<file path="src/rtl/drv_serial_pkg.sv">
package drv_serial_pkg;
  // Strobes issued by the control FSM to the datapath, one clock wide.
  typedef struct packed {
    logic sessStart;  // select accepted: load fault snapshot, clear counters
    logic commit;     // valid release: apply command, clear faults
    logic sclkRise;   // synchronized SCLK rising edge inside a session
    logic sclkFall;   // synchronized SCLK falling edge inside a session
  } ctlStrobes_t;
endpackage

</file>
<file path="src/rtl/drv_serial_sync.sv">
module drv_serial_sync #(
  parameter int WIDTH  = 3,
  parameter int STAGES = 2
) (
  input  logic             clk,
  input  logic             rstN,
  input  logic [WIDTH-1:0] asyncIn,
  output logic [WIDTH-1:0] syncOut
);
  logic [STAGES-1:0][WIDTH-1:0] pipe;

  always_ff @(posedge clk or negedge rstN) begin
    if (!rstN) pipe <= '0;
    else       pipe <= {pipe[STAGES-2:0], asyncIn};
  end

  assign syncOut = pipe[STAGES-1];
endmodule

</file>
<file path="src/rtl/drv_serial_ctl.sv">
module drv_serial_ctl
  import drv_serial_pkg::*;
#(
  parameter int GLITCH_CYCLES   = 4,
  parameter int MIN_IDLE_CYCLES = 50
) (
  input  logic        clk,
  input  logic        rstN,
  input  logic        sclkS,
  input  logic        csS,
  input  logic        bitCntZero,
  input  logic        byteSeen,
  output ctlStrobes_t strobes,
  output logic        sessionActive
);
  localparam int GW = $clog2(GLITCH_CYCLES + 1);
  localparam int IW = $clog2(MIN_IDLE_CYCLES + 1);
  localparam logic [GW-1:0] GLITCH_LAST = GW'(GLITCH_CYCLES - 1);
  localparam logic [IW-1:0] IDLE_DONE   = IW'(MIN_IDLE_CYCLES);

  logic          csFilt, csFiltPrev, sclkPrev, startLow;
  logic [GW-1:0] glitchCnt;
  logic [IW-1:0] idleCnt;
  logic          csFiltRise, csFiltFall, sessEnd;

  // Select glitch filter: the filtered value follows only after the
  // synchronized input has differed for GLITCH_CYCLES consecutive clocks.
  always_ff @(posedge clk or negedge rstN) begin
    if (!rstN) begin
      csFilt    <= 1'b0;
      glitchCnt <= '0;
    end else if (csS != csFilt) begin
      if (glitchCnt == GLITCH_LAST) begin
        csFilt    <= csS;
        glitchCnt <= '0;
      end else begin
        glitchCnt <= glitchCnt + 1'b1;
      end
    end else begin
      glitchCnt <= '0;
    end
  end

  // Low-time counter; saturates once the reload window has passed.
  always_ff @(posedge clk or negedge rstN) begin
    if (!rstN)                  idleCnt <= IDLE_DONE;
    else if (csFilt)            idleCnt <= '0;
    else if (idleCnt != IDLE_DONE) idleCnt <= idleCnt + 1'b1;
  end

  always_ff @(posedge clk or negedge rstN) begin
    if (!rstN) begin
      csFiltPrev <= 1'b0;
      sclkPrev   <= 1'b0;
    end else begin
      csFiltPrev <= csFilt;
      sclkPrev   <= sclkS;
    end
  end

  assign csFiltRise = csFilt & ~csFiltPrev;
  assign csFiltFall = ~csFilt & csFiltPrev;
  assign sessEnd    = csFiltFall & sessionActive;

  always_ff @(posedge clk or negedge rstN) begin
    if (!rstN) begin
      sessionActive <= 1'b0;
      startLow      <= 1'b0;
    end else if (strobes.sessStart) begin
      sessionActive <= 1'b1;
      startLow      <= ~sclkS;
    end else if (csFiltFall) begin
      sessionActive <= 1'b0;
    end
  end

  always_comb begin
    strobes.sessStart = csFiltRise & (idleCnt == IDLE_DONE);
    strobes.sclkRise  = sessionActive & sclkS & ~sclkPrev;
    strobes.sclkFall  = sessionActive & ~sclkS & sclkPrev;
    strobes.commit    = sessEnd & bitCntZero & byteSeen & ~sclkS & startLow;
  end
endmodule

</file>
<file path="src/rtl/drv_serial_dp.sv">
module drv_serial_dp
  import drv_serial_pkg::*;
#(
  parameter int WIDTH = 8
) (
  input  logic             clk,
  input  logic             rstN,
  input  ctlStrobes_t      strobes,
  input  logic             sessionActive,
  input  logic             diS,
  input  logic [WIDTH-1:0] faultIn,
  output logic             dataOut,
  output logic [WIDTH-1:0] chanEn,
  output logic             bitCntZero,
  output logic             byteSeen
);
  localparam int CW = $clog2(WIDTH);
  localparam logic [CW-1:0] CNT_LAST = CW'(WIDTH - 1);

  logic [WIDTH-1:0] faultReg, txShift, rxShift;
  logic [CW-1:0]    bitCnt;
  logic             inBit;

  // Sticky fault capture, frozen during a session, cleared on commit.
  always_ff @(posedge clk or negedge rstN) begin
    if (!rstN)               faultReg <= '0;
    else if (strobes.commit) faultReg <= '0;
    else if (!sessionActive) faultReg <= faultReg | faultIn;
  end

  // Receive side: sample on SCLK rise.
  always_ff @(posedge clk or negedge rstN) begin
    if (!rstN) begin
      inBit    <= 1'b0;
      rxShift  <= '0;
      bitCnt   <= '0;
      byteSeen <= 1'b0;
    end else if (strobes.sessStart) begin
      bitCnt   <= '0;
      byteSeen <= 1'b0;
    end else if (strobes.sclkRise) begin
      inBit   <= diS;
      rxShift <= {rxShift[WIDTH-2:0], diS};
      bitCnt  <= bitCnt + 1'b1;
      if (bitCnt == CNT_LAST) byteSeen <= 1'b1;
    end
  end

  // Transmit side: fault snapshot first, then the delayed input stream.
  always_ff @(posedge clk or negedge rstN) begin
    if (!rstN)                 txShift <= '0;
    else if (strobes.sessStart) txShift <= faultReg;
    else if (strobes.sclkFall)  txShift <= {txShift[WIDTH-2:0], inBit};
  end

  always_ff @(posedge clk or negedge rstN) begin
    if (!rstN)               chanEn <= '0;
    else if (strobes.commit) chanEn <= rxShift;
  end

  assign dataOut    = txShift[WIDTH-1];
  assign bitCntZero = (bitCnt == '0);
endmodule

</file>
<file path="src/rtl/drv_serial_top.sv">
module drv_serial_top
  import drv_serial_pkg::*;
#(
  parameter int WIDTH           = 8,
  parameter int SYNC_STAGES     = 2,
  parameter int GLITCH_CYCLES   = 4,
  parameter int MIN_IDLE_CYCLES = 50
) (
  input  logic             clk,
  input  logic             rstN,
  input  logic             sclkIn,
  input  logic             csIn,
  input  logic             dataIn,
  input  logic [WIDTH-1:0] faultIn,
  output logic             dataOut,
  output logic             dataOutEn,
  output logic [WIDTH-1:0] chanEn
);
  logic [2:0]  syncVec;
  ctlStrobes_t ctlStb;
  logic        sessionActive, bitCntZero, byteSeen;

  drv_serial_sync #(.WIDTH(3), .STAGES(SYNC_STAGES)) sync_i (
    .clk(clk), .rstN(rstN),
    .asyncIn({sclkIn, csIn, dataIn}),
    .syncOut(syncVec)
  );

  drv_serial_ctl #(.GLITCH_CYCLES(GLITCH_CYCLES), .MIN_IDLE_CYCLES(MIN_IDLE_CYCLES)) ctl_i (
    .clk(clk), .rstN(rstN),
    .sclkS(syncVec[2]), .csS(syncVec[1]),
    .bitCntZero(bitCntZero), .byteSeen(byteSeen),
    .strobes(ctlStb), .sessionActive(sessionActive)
  );

  drv_serial_dp #(.WIDTH(WIDTH)) dp_i (
    .clk(clk), .rstN(rstN),
    .strobes(ctlStb), .sessionActive(sessionActive),
    .diS(syncVec[0]), .faultIn(faultIn),
    .dataOut(dataOut), .chanEn(chanEn),
    .bitCntZero(bitCntZero), .byteSeen(byteSeen)
  );

  assign dataOutEn = sessionActive;
endmodule

</file>
<file path="config.mk">
export PLATFORM = sky130hd
export DESIGN_NAME = drv_serial_top
export DESIGN_NICKNAME = d
export VERILOG_FILES = /design/src/rtl/drv_serial_pkg.sv /design/src/rtl/drv_serial_sync.sv /design/src/rtl/drv_serial_ctl.sv /design/src/rtl/drv_serial_dp.sv /design/src/rtl/drv_serial_top.sv
export SDC_FILE = /design/constraint.sdc
export NUM_CORES = 1
export LEC_CHECK = 0
export ABC_AREA = 1
export CAP_MARGIN = 20
export CORE_MARGIN = 3
export CORE_UTILIZATION = 55
export DETAILED_ROUTE_END_ITERATION = 10
export GPL_TIMING_DRIVEN = 0
export HOLD_SLACK_MARGIN = 0.08
export PLACE_DENSITY = 0.83
export SYNTH_ARGS = -nofsm -noshare
export SYNTH_HDL_FRONTEND = slang
export SYNTH_SLANG_ARGS = --single-unit
export TNS_END_PERCENT = 1
</file>
<file path="constraint.sdc">
create_clock -name clk -period 1.72 [get_ports clk]
set_input_delay 0.516 -clock clk [delete_from_list [all_inputs] [get_ports clk]]
set_output_delay 0.516 -clock clk [all_outputs]
set_load 0.02 [all_outputs]
</file>
==> run metrics, run 1 <==
Final Instance Area=0.00288 mm2; most frequent cells in the layout=77 x nand2_1, 53 x dfrtp_1, 36 x nand3_1; nets=312; Final period util=91.5%; Reg area=0.00141 mm2; Cell Area, Synth=0.00246 mm2; ranking of synthesized cells by area=dfrtp_1 54%, nand2_1 12%, nand3_1 7.3%, nand4_1 4.1%, a21oi_1 3.5%; Core ar.=0.00417 mm2; dpl hpwl=3.37 mm; startpoint types=register; Comb pwr share=13.6%; placed cells=336; Final ANT Viol Nets=0; max-slew violation count=0; CTS Root Cell=clkbuf_8; Yosys cell types=26; layout cells sized above 1=11.2%; Worst EP required=1.97 ns; slew margin rel.=72.0%; Worst Path Arrival=1.83 ns; Synth Instances=263; Row Count=23; vias per cell=5.54; Sum Neg Setup Slack=0 ns; critical path capture point type=register; reg2reg setup slack=0.15 ns; R2R Path Start=dp_i.bitCnt[0]; clock insertion delay at the later pin of the skew report=0.31 ns; fillers=301; global-route wire length before repair=8.66 mm; power per cell area=976 mW/mm2; initial antenna violation count=0; leakage=1.53 nW; post-CTS setup buffers=0; gpl congestion=0.817; largest area contributor in the netlist=dfrtp_1; power share of the clock group=33.4%; post-place instance area=0.00276 mm2; FF-to-FF path depth=7; DRC=0; routed via count=1907; r2r endpoint=dp_i.chanEn[6]; vias in the first global route=1843; Final min period=1.57 ns; CTS Buffer Depth=2; number of hold violations in the final report=0; initial core utilization=59.0%; status=finished clean; crit path max fanout=10; die area=0.00532 mm2; Seq/Total Area, Yosys=57.0%; Pint=2.06 mW; area occupied by multi-input gates=921 um2; max-cap violations=0; die height=72.9 um; clk_skew=0.00726 ns; Post-Layout Cell Count=344; CTS tree=done; RSZ-0062 raised after global routing=no; area grow syn2layout=16.9%; WL/cell=14.1 um; pin count of the biggest net entering global routing=42; # IOs=23; Die W=72.9 um; Inserted Diodes=0; Clk pin slew, worst setup/hold paths=0.10 ns; post-synthesis register bit count=56; commonest non-fill, non-tap cell in the layout=nand2_1; total gr overflow=0; Mapped Nets=282; clk sinks=56; Synth Warn #=0; Tot GR Track Use=21.2%; Avg Synthesized Cell Area=9.37 um2; Net Switching=756 uW; actual slew at the worst max-slew pin=0.420 ns; port bufs=22; Total Power=2.81 mW; min-delay worst type=input pin to async pin; final setup fails=0; post-synth top area share=53.8%; Peak supply drop=0.699 mV; Num CTS Buffers=5; CTS H-tree lvls=2; Flop pwr share=53.0%; initial drt markers=182; 1st-pass router iterations=4; crit path kind=register to register; WL final=4.86 mm; sw frac=26.9%; FMAX=0.636 GHz
-- worst max path at each step --
stage                     start                to
3_5_place_dp   ctl_i.idleCnt[1]  ctl_i.idleCnt[1]
5_1_grt          dp_i.bitCnt[0]    dp_i.chanEn[6]
2_1_floorplan  ctl_i.idleCnt[1]  ctl_i.idleCnt[0]
6_report         dp_i.bitCnt[0]    dp_i.chanEn[6]
3_3_place_gp               rstN    dp_i.chanEn[4]
4_1_cts        ctl_i.idleCnt[1]  ctl_i.idleCnt[1]
-- through the flow --
stage	hold slack [ns]	util (%)	setup slack, ns
global route	0.126	69.0	0.0373
detailed placement	0.339	66.2	0.144
global placement	0.333	65.8	-1.54
finish	0.107	69.0	0.147
floorplan	0.220	-	0.278
CTS	0.122	68.9	0.0797
-- state kept, by name, summed over array words and instances (netlist names), 3 cells and up --
name	count
sync_i.pipe	3
ctl_i.idleCnt	6
dp_i.txShift	8
dp_i.faultReg	8
ctl_i.glitchCnt	3
dp_i.chanEn	8
dp_i.bitCnt	3
dp_i.rxShift	8
sync_i.syncOut	3
-- metal layers --
metal	vias to the layer above	GRT usage (%)	part of all wire, %
li1	929	-	-
met1	917	31.5	46
met2	53	31.1	47
met3	8	4.13	5.3
met4	0	7.38	1.6
met5	-	0	0
-- cell families after synthesis --
| group | share of synthesized area (%) |
|---|---|
| DFF | 57.0 |
| buffers and inverters | 5.69 |
| AOI/OAI and AO/OA | 4.16 |
| and+or+nand+nor | 28.6 |
| xor gates and xnor gates | 1.42 |
| adders and majority gates | 3.05 |
-- cell usage after synthesis --
| cell type | number |
|---|---|
| nor2_2 | 1 |
| nand3_1 | 36 |
| nand2_2 | 3 |
| ha_1 | 6 |
| inv_2 | 2 |
| o21ai_1 | 1 |
| a21oi_1 | 17 |
| dfstp_2 | 3 |
| nor2_8 | 1 |
| xnor2_1 | 2 |
| o21ai_0 | 1 |
| dfrtp_1 | 53 |
| nor3b_1 | 1 |
| buf_2 | 5 |
| o21bai_1 | 1 |
| nand4_1 | 16 |
| nand3_4 | 1 |
| nor3_1 | 1 |
| nor2_1 | 12 |
| xor2_1 | 2 |
| inv_4 | 1 |
| inv_1 | 14 |
| nor3_4 | 1 |
| clkbuf_1 | 1 |
| nand2_1 | 77 |
| buf_6 | 4 |
-- cell type report --
type / count / share of cell area, %
Buffer: 10 / 2.65
Clock inverter: 1 / 1.04
Sequential cell: 56 / 48.8
Clock buffer: 7 / 3.34
Inverter: 17 / 2.30
Timing Repair Buffer: 23 / 7.73
Tap cell: 50 / 2.17
Multi-Input combinational cell: 180 / 32.0
-- critical path, stage by stage, from the launching register on --
cell     delay [ns]
dfrtp_1        0.42
inv_1          0.09
ha_1           0.15
nand2_1        0.06
nor2_2         0.33
buf_2          0.29
nand3_1        0.11
nand2_1        0.07
-- timing repair --
action,CTS,global route
hold buffers,0,0
resized for setup,10,3
cloned,0,0
endpoints found under the setup margin,10,2
-- power groups by stage --
stage	logic (mW)	clock network, mW	registers [mW]
3_3_place_gp	0.351	0	1.51
3_5_place_dp	0.375	0	1.51
5_1_grt	0.433	0.996	1.51
6_report	0.383	0.939	1.49
2_1_floorplan	0.263	0	1.50
4_1_cts	0.379	0.950	1.49
(Power assumes the default switching activity.)
==> run 2: changes to the inputs <==
--- a/config.mk
+++ b/config.mk
@@ -11,7 +11,7 @@
 export CORE_UTILIZATION = 55
 export DETAILED_ROUTE_END_ITERATION = 10
 export GPL_TIMING_DRIVEN = 0
-export HOLD_SLACK_MARGIN = 0.08
+export HOLD_SLACK_MARGIN = 0.05
 export PLACE_DENSITY = 0.83
 export SYNTH_ARGS = -nofsm -noshare
 export SYNTH_HDL_FRONTEND = slang
==> results of run 2 <==
The final DEF is identical to that of run 1; final timing and power are the same.
==> run 3: changes to the inputs <==
==> constraint.sdc (replaced) <==
create_clock -name clk -period 2 [get_ports clk]
set_input_delay 0.6 -clock clk [delete_from_list [all_inputs] [get_ports clk]]
set_output_delay 0.6 -clock clk [all_outputs]
set_load 0.05 [all_outputs]
==> run 3 against run 2 <==
Against the previous run:
- sequential cell count is the same
- wire length grew 0.37%
- design area shrank 0.17%
- critical path type is now register to output pin
- core utilization shrank 0.12 points
- power shrank 14%
- final cell count is the same
- die area is the same
- sequential share of layout area grew 0.085 points
- largest power group unchanged
- highest routed layer unchanged
- first-iteration DRC count shrank 1.1%
- critical path depth shrank 6
==> run metrics, run 3 (synthesis gave the netlist of run 1 again) <==
status=finished clean; number of hold violations in the final report=0 (unchanged); met2 wire length=2.28 mm (-1.2%); worst path bufs/invs=1 (-1); crit path max fanout=3 (-7); Total Power=2.41 mW (-14%); CTS Buffer Depth=2 (unchanged); Final Instance Area=0.00288 mm2 (-0.17%); Final min period=1.84 ns; WL final=4.88 mm (+0.37%); dpl hpwl=3.37 mm (unchanged); gpl congestion=0.817 (unchanged); DRC=0 (unchanged); startpoint types=register; routed wire length on met3=295 um (+15%); pin count of the biggest net entering global routing=42 (unchanged); Die W=72.9 um (unchanged); Max Used Layer=met4; clk_skew=0.00794 ns (+0.000680 ns); post-CTS setup buffers=0 (unchanged); 1st-pass router iterations=4 (unchanged); nets=312 (unchanged); Core ar.=0.00417 mm2 (unchanged); Inserted Diodes=0 (unchanged); Num CTS Buffers=5 (unchanged); clock insertion delay at the later pin of the skew report=0.32 ns (about the same); commonest non-fill, non-tap cell in the layout=nand2_1; RSZ-0062 raised after global routing=no; initial drt markers=180 (-1.1%); CTS Root Cell=clkbuf_8; min-delay worst type=input pin to async pin; # IOs=23 (unchanged); Clk pin slew, worst setup/hold paths=0.10 ns (about the same); vias per cell=5.58 (+0.68%); critical-path cell list=dlygate4sd2_1; initial antenna violation count=0 (unchanged); Final ANT Viol Nets=0 (unchanged); slew margin rel.=66.9% (-5.1 points); Tot GR Track Use=21.2% (unchanged); actual slew at the worst max-slew pin=0.499 ns (+0.0789 ns); CTS H-tree lvls=2 (unchanged); Peak supply drop=0.598 mV (-15%); crit path kind=register to output pin; die height=72.9 um (unchanged); final core occ=68.9% (-0.12 points); Worst Path Arrival=1.24 ns (-0.59 ns); fillers=302 (+0.33%); post-place instance area=0.00276 mm2 (unchanged); total gr overflow=0 (unchanged); max-slew violation count=0 (unchanged); FMAX=0.545 GHz; power per cell area=839 mW/mm2 (-14%); CTS tree=done; final setup fails=0 (unchanged); critical path capture point type=output pin; Critical Path Slowest Stage Cell=dlygate4sd2_1; routed via count=1920 (+0.68%); WL/cell=14.2 um (+0.37%); Row Count=23 (unchanged); leakage=1.53 nW (about the same); Post-Route M1 WL=2.21 mm (-0.36%); clk sinks=56 (unchanged); Final period util=91.8%; global-route wire length before repair=8.66 mm (unchanged); Worst EP required=1.40 ns (-0.57 ns); initial core utilization=59.0% (unchanged); Sum Neg Setup Slack=0 ns (unchanged); Worst path top cell family by delay=buffers and inverters; vias in the first global route=1843 (unchanged); die area=0.00532 mm2 (unchanged); CP peak stage delay=0.54 ns (+0.12 ns); area grow syn2layout=16.7%; layout cells sized above 1=10.9% (-0.34 points); port bufs=22 (unchanged); max-cap violations=0 (unchanged); most frequent cells in the layout=77 x nand2_1, 53 x dfrtp_1, 36 x nand3_1; final hold slack=0.189 ns (+0.0818 ns)
==> run 3: cell type report <==
cell class              instances  area, um2  area share, %
inverters                      17       66.3           2.31
flip-flops and latches         56       1410           48.9
clock inverters                 1       30.0           1.04
well taps                      50       62.6           2.18
plain buffers                  10       73.8           2.57
multi-input cells             180        918           31.9
repair buffers                 23        223           7.75
clock buffers                   7       96.3           3.35
==> run 3: what timing repair did <==
| item | 4_1_cts | 5_1_grt |
|---|---|---|
| gates resized for setup | 10 | 0 |
| hold buffers | 0 | 0 |
| endpoints found under the setup margin | 10 | 0 |
==> run 3: through the flow <==
stage                     std cells  setup WS, ns
after floorplan                 263         0.470
after global placement          335         -1.34
after detailed placement        336         0.230
after CTS                       344         0.156
after global routing            344         0.130
final                           344         0.164
==> run 3: path summary, 6_finish.rpt <==
kind                                     start                end  slack [ns]  cells past startpoint
max                        ctl_i.sessionActive          dataOutEn        0.16                      1
min                                       rstN    dp_i.txShift[7]        0.19                      1
max reg2reg                   ctl_i.idleCnt[1]   ctl_i.idleCnt[1]        0.35                      8
min reg2reg                     sync_i.pipe[0]  sync_i.syncOut[0]        0.36                      0
max in group asynchronous                 rstN   ctl_i.idleCnt[1]        1.22                      2
min in group clk                sync_i.pipe[0]  sync_i.syncOut[0]        0.36                      0
==> run 3: power breakdown <==
group | total (mW) | internal, mW | switching [mW]
Clock | 0.810 | 0.442 | 0.368
Combinational | 0.321 | 0.117 | 0.204
Sequential | 1.28 | 1.20 | 0.0767
Total | 2.41 | 1.76 | 0.649
==> run 3: routing by layer <==
layer | GRT usage, % | vias up
li1 | - | 929
met1 | 31.5 | 917
met2 | 31.1 | 64
met3 | 4.13 | 10
met4 | 7.38 | 0
met5 | 0 | -
